### src/rtl/can_fc_pkg.sv
// Package: shared widths, field positions and state encoding for the
// CAN fault confinement unit. Assumes 8-bit counters as packed in the
// 32-bit status word.
package can_fc_pkg;
    parameter int CNT_W    = 8;
    parameter int STATUS_W = 32;

    // Field positions inside the status word
    localparam int TEC_LSB   = 0;
    localparam int REC_LSB   = TEC_LSB + CNT_W;
    localparam int STATE_LSB = REC_LSB + CNT_W;
    localparam int TWARN_BIT = STATE_LSB + 2;
    localparam int RWARN_BIT = TWARN_BIT + 1;
    localparam int USED_W    = RWARN_BIT + 1;

    typedef enum logic [1:0] {
        FC_ACTIVE  = 2'b00,
        FC_PASSIVE = 2'b01,
        FC_BUSOFF  = 2'b10
    } fc_state_e;
endpackage

### src/rtl/can_fc_tx_cnt.sv
// Module: transmit error counter.
// Adds a fixed step on each transmit error and takes one off on each
// successful transmit, never going below zero. It raises a trip pulse when an
// error would push the count past its maximum, and loads the maximum at that
// point. Assumes bus_off and recover come from the state keeper and the
// receive counter in the same cycle domain.
module can_fc_tx_cnt #(
    parameter int CNT_W   = 8,
    parameter int TX_STEP = 8
) (
    input  logic             clk,
    input  logic             rst_n,
    input  logic             tx_err,
    input  logic             tx_ok,
    input  logic             bus_off,
    input  logic             recover,
    output logic [CNT_W-1:0] tec,
    output logic             trip
);
    localparam logic [CNT_W:0]   MAX_W   = {1'b0, {CNT_W{1'b1}}};
    localparam logic [CNT_W:0]   STEP_W  = (CNT_W+1)'(TX_STEP);
    localparam logic [CNT_W-1:0] STEP_N  = CNT_W'(TX_STEP);
    localparam logic [CNT_W-1:0] MAX_N   = {CNT_W{1'b1}};

    logic [CNT_W:0] sum;

    // Trip detection: the step would overflow the counter while on the bus
    always_comb begin
        sum  = {1'b0, tec} + STEP_W;
        trip = !bus_off && tx_err && (sum > MAX_W);
    end

    // Counter update; recovery clears, bus off freezes, error beats success
    always_ff @(posedge clk) begin
        if (!rst_n) begin
            tec <= '0;
        end else if (recover) begin
            tec <= '0;
        end else if (bus_off) begin
            tec <= tec;
        end else if (tx_err) begin
            tec <= trip ? MAX_N : sum[CNT_W-1:0];
        end else if (tx_ok && (tec != '0)) begin
            tec <= tec - 1'b1;
        end
    end

    // a transmit error that fits adds exactly the step
    a_r2_tx_step: assert property (@(posedge clk) disable iff (!rst_n)
        (!bus_off && tx_err && !trip && !recover) |=> (tec == $past(tec) + STEP_N));

    // success at zero never wraps
    a_r3_tx_floor: assert property (@(posedge clk) disable iff (!rst_n)
        (!bus_off && tx_ok && !tx_err && tec == '0) |=> (tec == '0));

    // the counter sits at its maximum for the whole of bus off
    a_r8_tx_pinned: assert property (@(posedge clk) disable iff (!rst_n)
        bus_off |-> (tec == MAX_N));
endmodule

### src/rtl/can_fc_rx_cnt.sv
// Module: receive error counter, which doubles as the idle-run counter in bus off.
// On the bus it adds one per receive error, holding at the maximum, and takes one
// off per successful receive, never going below zero. In bus off it counts
// idle pulses and raises recover on the pulse that completes the
// recovery count. Assumes trip and bus_off come from the transmit
// counter and the state keeper.
module can_fc_rx_cnt #(
    parameter int CNT_W       = 8,
    parameter int RECOVER_CNT = 128
) (
    input  logic             clk,
    input  logic             rst_n,
    input  logic             rx_err,
    input  logic             rx_ok,
    input  logic             idle11,
    input  logic             bus_off,
    input  logic             trip,
    output logic [CNT_W-1:0] rec,
    output logic             recover
);
    localparam logic [CNT_W-1:0] RCV_LAST = CNT_W'(RECOVER_CNT - 1);
    localparam logic [CNT_W-1:0] MAX_N    = {CNT_W{1'b1}};

    // Recovery fires on the idle pulse that completes the count
    always_comb begin
        recover = bus_off && idle11 && (rec == RCV_LAST);
    end

    // Counter update; trip or recovery clears, bus off counts idle runs only
    always_ff @(posedge clk) begin
        if (!rst_n) begin
            rec <= '0;
        end else if (trip || recover) begin
            rec <= '0;
        end else if (bus_off) begin
            if (idle11) rec <= rec + 1'b1;
        end else if (rx_err) begin
            if (rec != MAX_N) rec <= rec + 1'b1;
        end else if (rx_ok && (rec != '0)) begin
            rec <= rec - 1'b1;
        end
    end

    // success at zero never wraps
    a_r4_rx_floor: assert property (@(posedge clk) disable iff (!rst_n)
        (!bus_off && rx_ok && !rx_err && !trip && rec == '0) |=> (rec == '0));

    // each idle pulse in bus off short of recovery adds one
    a_r9_idle_step: assert property (@(posedge clk) disable iff (!rst_n)
        (bus_off && idle11 && !recover) |=> (rec == $past(rec) + 1'b1));

    // entering bus off leaves the idle count at zero
    a_r7_rec_cleared: assert property (@(posedge clk) disable iff (!rst_n)
        trip |=> (rec == '0));
endmodule

### src/rtl/can_fc_state.sv
// Module: fault confinement state keeper.
// It holds the bus-off flag, setting it on trip and clearing it on recover.
// It derives the state code from that flag and from the two counters.
// Assumes trip and recover never coincide, since trip needs the node on the
// bus and recover needs it off.
module can_fc_state
    import can_fc_pkg::*;
#(
    parameter int CNT_W       = 8,
    parameter int PASSIVE_LVL = 128
) (
    input  logic             clk,
    input  logic             rst_n,
    input  logic             trip,
    input  logic             recover,
    input  logic [CNT_W-1:0] tec,
    input  logic [CNT_W-1:0] rec,
    output logic             bus_off,
    output fc_state_e        state
);
    localparam logic [CNT_W-1:0] PASS_N = CNT_W'(PASSIVE_LVL);

    // Bus-off flag: set on trip, cleared on recovery
    always_ff @(posedge clk) begin
        if (!rst_n)       bus_off <= 1'b0;
        else if (trip)    bus_off <= 1'b1;
        else if (recover) bus_off <= 1'b0;
    end

    // State code from the flag and the passive threshold
    always_comb begin
        if (bus_off)                                state = FC_BUSOFF;
        else if ((tec >= PASS_N) || (rec >= PASS_N)) state = FC_PASSIVE;
        else                                        state = FC_ACTIVE;
    end

    // a trip leads to bus off on the next cycle
    a_r7_enter_off: assert property (@(posedge clk) disable iff (!rst_n)
        trip |=> (state == FC_BUSOFF));

    // recovery lands in error active with cleared counters
    a_r10_recover: assert property (@(posedge clk) disable iff (!rst_n)
        recover |=> (state == FC_ACTIVE && tec == '0 && rec == '0));
endmodule

### src/rtl/can_fault_conf.sv
// Module: CAN fault confinement unit (top).
// Connects the transmit counter, the receive/idle counter and the state
// keeper, and packs their results into the read-only status word.
// Assumes the event inputs are one-cycle pulses that are already synchronous
// to clk.
module can_fault_conf
    import can_fc_pkg::*;
#(
    parameter int TX_STEP     = 8,
    parameter int PASSIVE_LVL = 128,
    parameter int WARN_LVL    = 96,
    parameter int RECOVER_CNT = 128
) (
    input  logic                clk,
    input  logic                rst_n,
    input  logic                ev_tx_err,
    input  logic                ev_rx_err,
    input  logic                ev_tx_ok,
    input  logic                ev_rx_ok,
    input  logic                ev_idle11,
    output logic [STATUS_W-1:0] status_word
);
    localparam logic [CNT_W-1:0] WARN_N = CNT_W'(WARN_LVL);

    logic [CNT_W-1:0] tec;
    logic [CNT_W-1:0] rec;
    logic             trip;
    logic             recover;
    logic             bus_off;
    fc_state_e        state;

    can_fc_tx_cnt #(.CNT_W(CNT_W), .TX_STEP(TX_STEP)) u_tx (
        .clk     (clk),
        .rst_n   (rst_n),
        .tx_err  (ev_tx_err),
        .tx_ok   (ev_tx_ok),
        .bus_off (bus_off),
        .recover (recover),
        .tec     (tec),
        .trip    (trip)
    );

    can_fc_rx_cnt #(.CNT_W(CNT_W), .RECOVER_CNT(RECOVER_CNT)) u_rx (
        .clk     (clk),
        .rst_n   (rst_n),
        .rx_err  (ev_rx_err),
        .rx_ok   (ev_rx_ok),
        .idle11  (ev_idle11),
        .bus_off (bus_off),
        .trip    (trip),
        .rec     (rec),
        .recover (recover)
    );

    can_fc_state #(.CNT_W(CNT_W), .PASSIVE_LVL(PASSIVE_LVL)) u_state (
        .clk     (clk),
        .rst_n   (rst_n),
        .trip    (trip),
        .recover (recover),
        .tec     (tec),
        .rec     (rec),
        .bus_off (bus_off),
        .state   (state)
    );

    // Pack counters, state code and warning flags; unused bits stay zero
    always_comb begin
        status_word = '0;
        status_word[TEC_LSB +: CNT_W]   = tec;
        status_word[REC_LSB +: CNT_W]   = rec;
        status_word[STATE_LSB +: 2]     = state;
        status_word[TWARN_BIT]          = (tec >= WARN_N);
        status_word[RWARN_BIT]          = (rec >= WARN_N);
    end

    // the unused code 2'b11 never appears after a clock edge
    a_r5_code_legal: assert property (@(posedge clk) disable iff (!rst_n)
        1'b1 |=> (status_word[STATE_LSB +: 2] != 2'b11));

    // reset leaves the whole word cleared
    a_r1_reset_clear: assert property (@(posedge clk)
        !rst_n |=> (status_word == '0));
endmodule

### config.mk
export PLATFORM = sky130hd
export DESIGN_NAME = can_fault_conf
export DESIGN_NICKNAME = d
export VERILOG_FILES = /design/src/rtl/can_fc_pkg.sv /design/src/rtl/can_fc_tx_cnt.sv /design/src/rtl/can_fc_rx_cnt.sv /design/src/rtl/can_fc_state.sv /design/src/rtl/can_fault_conf.sv
export SDC_FILE = /design/constraint.sdc
export NUM_CORES = 1
export LEC_CHECK = 0
export ABC_AREA = 1
export ABC_CLOCK_PERIOD_IN_PS = 2400
export CAP_MARGIN = 20
export CORE_UTILIZATION = 50
export DETAILED_ROUTE_END_ITERATION = 10
export PLACE_DENSITY = 0.78
export SETUP_SLACK_MARGIN = 0.4
export SYNTH_ARGS = -nofsm -noshare
export SYNTH_HDL_FRONTEND = slang
export SYNTH_HIERARCHICAL = 1
export SYNTH_SLANG_ARGS = --single-unit
### constraint.sdc
create_clock -name clk -period 2.4 [get_ports clk]
set_clock_uncertainty 0.05 [all_clocks]
set_input_delay 0.72 -clock clk [delete_from_list [all_inputs] [get_ports clk]]
set_output_delay 0.72 -clock clk [all_outputs]
set_load 0.01 [all_outputs]
==> impl_results.md <==
- Highest achievable clock rate: ~0.51 GHz
- VDD IR max: about 370 uV
- Largest driver fanout on the critical path: 3
- Synthesis-stage register bit count: 17
- Maximum cell stage delay along the critical path: around 520 ps
- DRT Pass-1 Iters: 4
- Cell type with the highest aggregate area in the netlist: dfxtp_1
- Path length in cells of the critical path: 1
- Count of mapped cells out of synthesis: ~290
- Maximum buffer depth of the clock tree: 2
- Number of maximum-capacitance violations: 0
- Area of combinational cells with multiple inputs: about 1200 sq um
- Worst setup SP type: register
- Htree depth: 1
- Global-route wire length before repair: 6.465 mm
- Port Buf Inserts: 26
- Type of the tightest min-delay check: reg2reg
- Cell Area, Synth: between 1500 and 2000 sq um
- EDFF count, synth: 0
- Leakage power of the design: 1.260 nW
- CP Data Arrival Time: between 1000 and 1500 ps
- Async set-reset flop share out of synthesis: 0%
- Detail Placement HPWL: around 3 mm
- GRT Total Usage: 22.58%
- Final TNS setup: 0 ps
- Iteration-0 DRC Markers: ~120
- Start-to-end type of the worst setup path: reg2out
- Ratio of final minimum period to clock period: between 80% and 90%
- Max-slew violations: 0
- Sequential cell area: 379.1 sq um
- Final worst path period need: ~2000 ps
- FP Rows: 21
- Clock Tree Root: clkbuf_4
- Final non-filler cell total: 366
- Mean instance size in the synthesized netlist: approximately 6.3 sq um
- Worst-path cell chain: clkdlybuf4s50_1
- Number of buffers added by the clock tree synthesis step: 3
- Synth-to-layout area growth: 22.34%
- Fraction of layout cells with a size suffix above 1: 23.75%
- Total die area: between 3000 and 4000 sq um
- Sum of routed wire length over all layers: slightly above 4 mm
- Hold path cells: 2
- Worst-case hold slack: approximately 440 ps
- Buf+Inv Stages, Crit Path: 1
- Sequential element share of the synthesized area: 18.93%
- Clock tree from TritonCTS: built
- Residual antenna-violating net count after detailed routing: 0
- Via Count: approximately 1800
- Number of unique standard cell types used by synthesis: 33
- Synth Flop Type: dfxtp_1
- Remaining global-route overflow: 0
- Number of global-route vias before repair: 1458
- Final estimated routing congestion in global placement: around 0.96
- Number of clock sinks: 17
- Area contributors post-synth: dfxtp_1, nand2_1, inv_1
- Antenna diode count: 0
- Post-synth top area share: 18.93%
- Latest clock arrival within the worst-skew pair: between 200 and 300 ps
- Layout Nets: around 340
- Cell family with the largest share of critical-path delay: buffers and inverters
- Number of warnings reported in the yosys synthesis log: 6
- DRC violation count after routing: 0
- Kind of end point of the critical path: primary output
- Power density cells: 501.8 nW/um^2
- Detail-routed via count per cell: around 5.0
- Largest net degree at the start of global routing: 12
- Clock transition at the registers of the reported paths: ~100 ps
- Placeable core area: roughly 3400 sq um
- Antenna violations before repair: 0
- CTS Hold Bufs: 0
- Outcome: completed
- Number of placed instances, taps included: 355
- Final Hold Fails: 0
- Initial core utilization: 53.05%
- Number of setup violations in the final report: 0
- Wire per inst: 11.12 um
- Number of cells traversed by the worst register-to-register path: 14
- Filler cells: 308
- Count of boundary I/O pins: 39
- Worst path required time: between 1500 and 2000 ps
- Setup repair after global routing missed its margin: false
- Standard cell with the maximum stage delay on the critical path: clkdlybuf4s50_1
- Die height: 61.97 um
- Die width: 61.97 um
==> flip-flops by register name, summed over array words and instances (netlist names) <==
| name | cells |
|---|---|
| u_rx/rec | 8 |
| u_tx/tec | 8 |
| u_state/bus_off | 1 |
==> path summary, 6_finish.rpt <==
check	endpoint	from	slack, ps
worst max-delay path	status_word[5]	u_tx/tec[5]$_SDFFE_PP0P_	450
worst min-delay path	u_rx/rec[0]$_SDFFE_PP0P_	u_rx/rec[0]$_SDFFE_PP0P_	440
worst min register to register	u_rx/rec[0]$_SDFFE_PP0P_	u_rx/rec[0]$_SDFFE_PP0P_	440
worst max register to register	u_rx/rec[6]$_SDFFE_PP0P_	u_tx/tec[4]$_SDFFE_PP0P_	550
==> placed cells by master, fill, tap and decap left out, types with 10 or more instances in the layout <==
cell	Yosys	final
o21ai_0	14	14
inv_1	35	35
conb_1	1	12
nor2_1	32	31
buf_4	13	13
a21oi_1	11	11
nand3_1	24	24
nand2_2	10	10
nand2_1	65	65
==> cell families after synthesis <==
group	share of synthesized area (%)
AO/OA/AOI/OAI	11.00
XOR/XNOR	1.948
flip-flops	18.93
AND/OR/NAND/NOR	43.22
other	0.2086
adder cells (fa/ha/maj)	6.263
buffers and inverters	18.44
==> cell type report <==
cell class,count,share of cell area [%]
Multi-Input combinational cell,214,53.87
Sequential cell,17,17.24
Timing Repair Buffer,39,16.78
Inverter,46,8.305
Tap cell,46,2.617
Clock buffer,4,1.195
==> routing by layer <==
layer  GRT usage, %  up-vias  share of wire (%)  routed length, um
li1               -      931                  -                  -
met1          32.83      823                 50               2048
met2          32.98       60                 42               1724
met3          4.762        6                5.7                234
met4          7.302        0                1.6                 64
met5              0        -                  0                  0
==> cells in the mapped netlist (all sizes together), types with 4 or more instances <==
cell / number
a21oi: 13
buf: 19
dfxtp: 17
ha: 9
inv: 45
nand2: 79
nand3: 28
nand4: 6
nor2: 39
o21ai: 19
xor2: 4
==> stage by stage <==
| step | instance area, sq um | setup WS [ps] | utilization, % | power (mW) |
|---|---|---|---|---|
| 6_report | 2200 | 445.6 | 64.89 | 1.104 |
| 2_1_floorplan | 1839 | 568.3 | - | 0.7827 |
| 3_5_place_dp | 2049 | 208.9 | 60.47 | 0.9347 |
| 3_3_place_gp | 2049 | 221.1 | 60.47 | 0.9306 |
| 5_1_grt | 2200 | 402.2 | 64.89 | 1.200 |
| 4_1_cts | 2133 | 274.4 | 62.94 | 1.095 |
==> where the power goes <==
part           switching (mW)  total (mW)  internal (mW)
Combinational           0.334       0.568          0.235
Sequential             0.0534       0.380          0.327
Clock                  0.0905       0.155         0.0647
Total                   0.477        1.10          0.626
==> what timing repair did <==
action | CTS | global route
pin swaps | 0 | 3
setup buffers | 4 | 3
resized for setup | 32 | 14
endpoints found under the setup margin | 22 | 14
(Power assumes the default switching activity.)
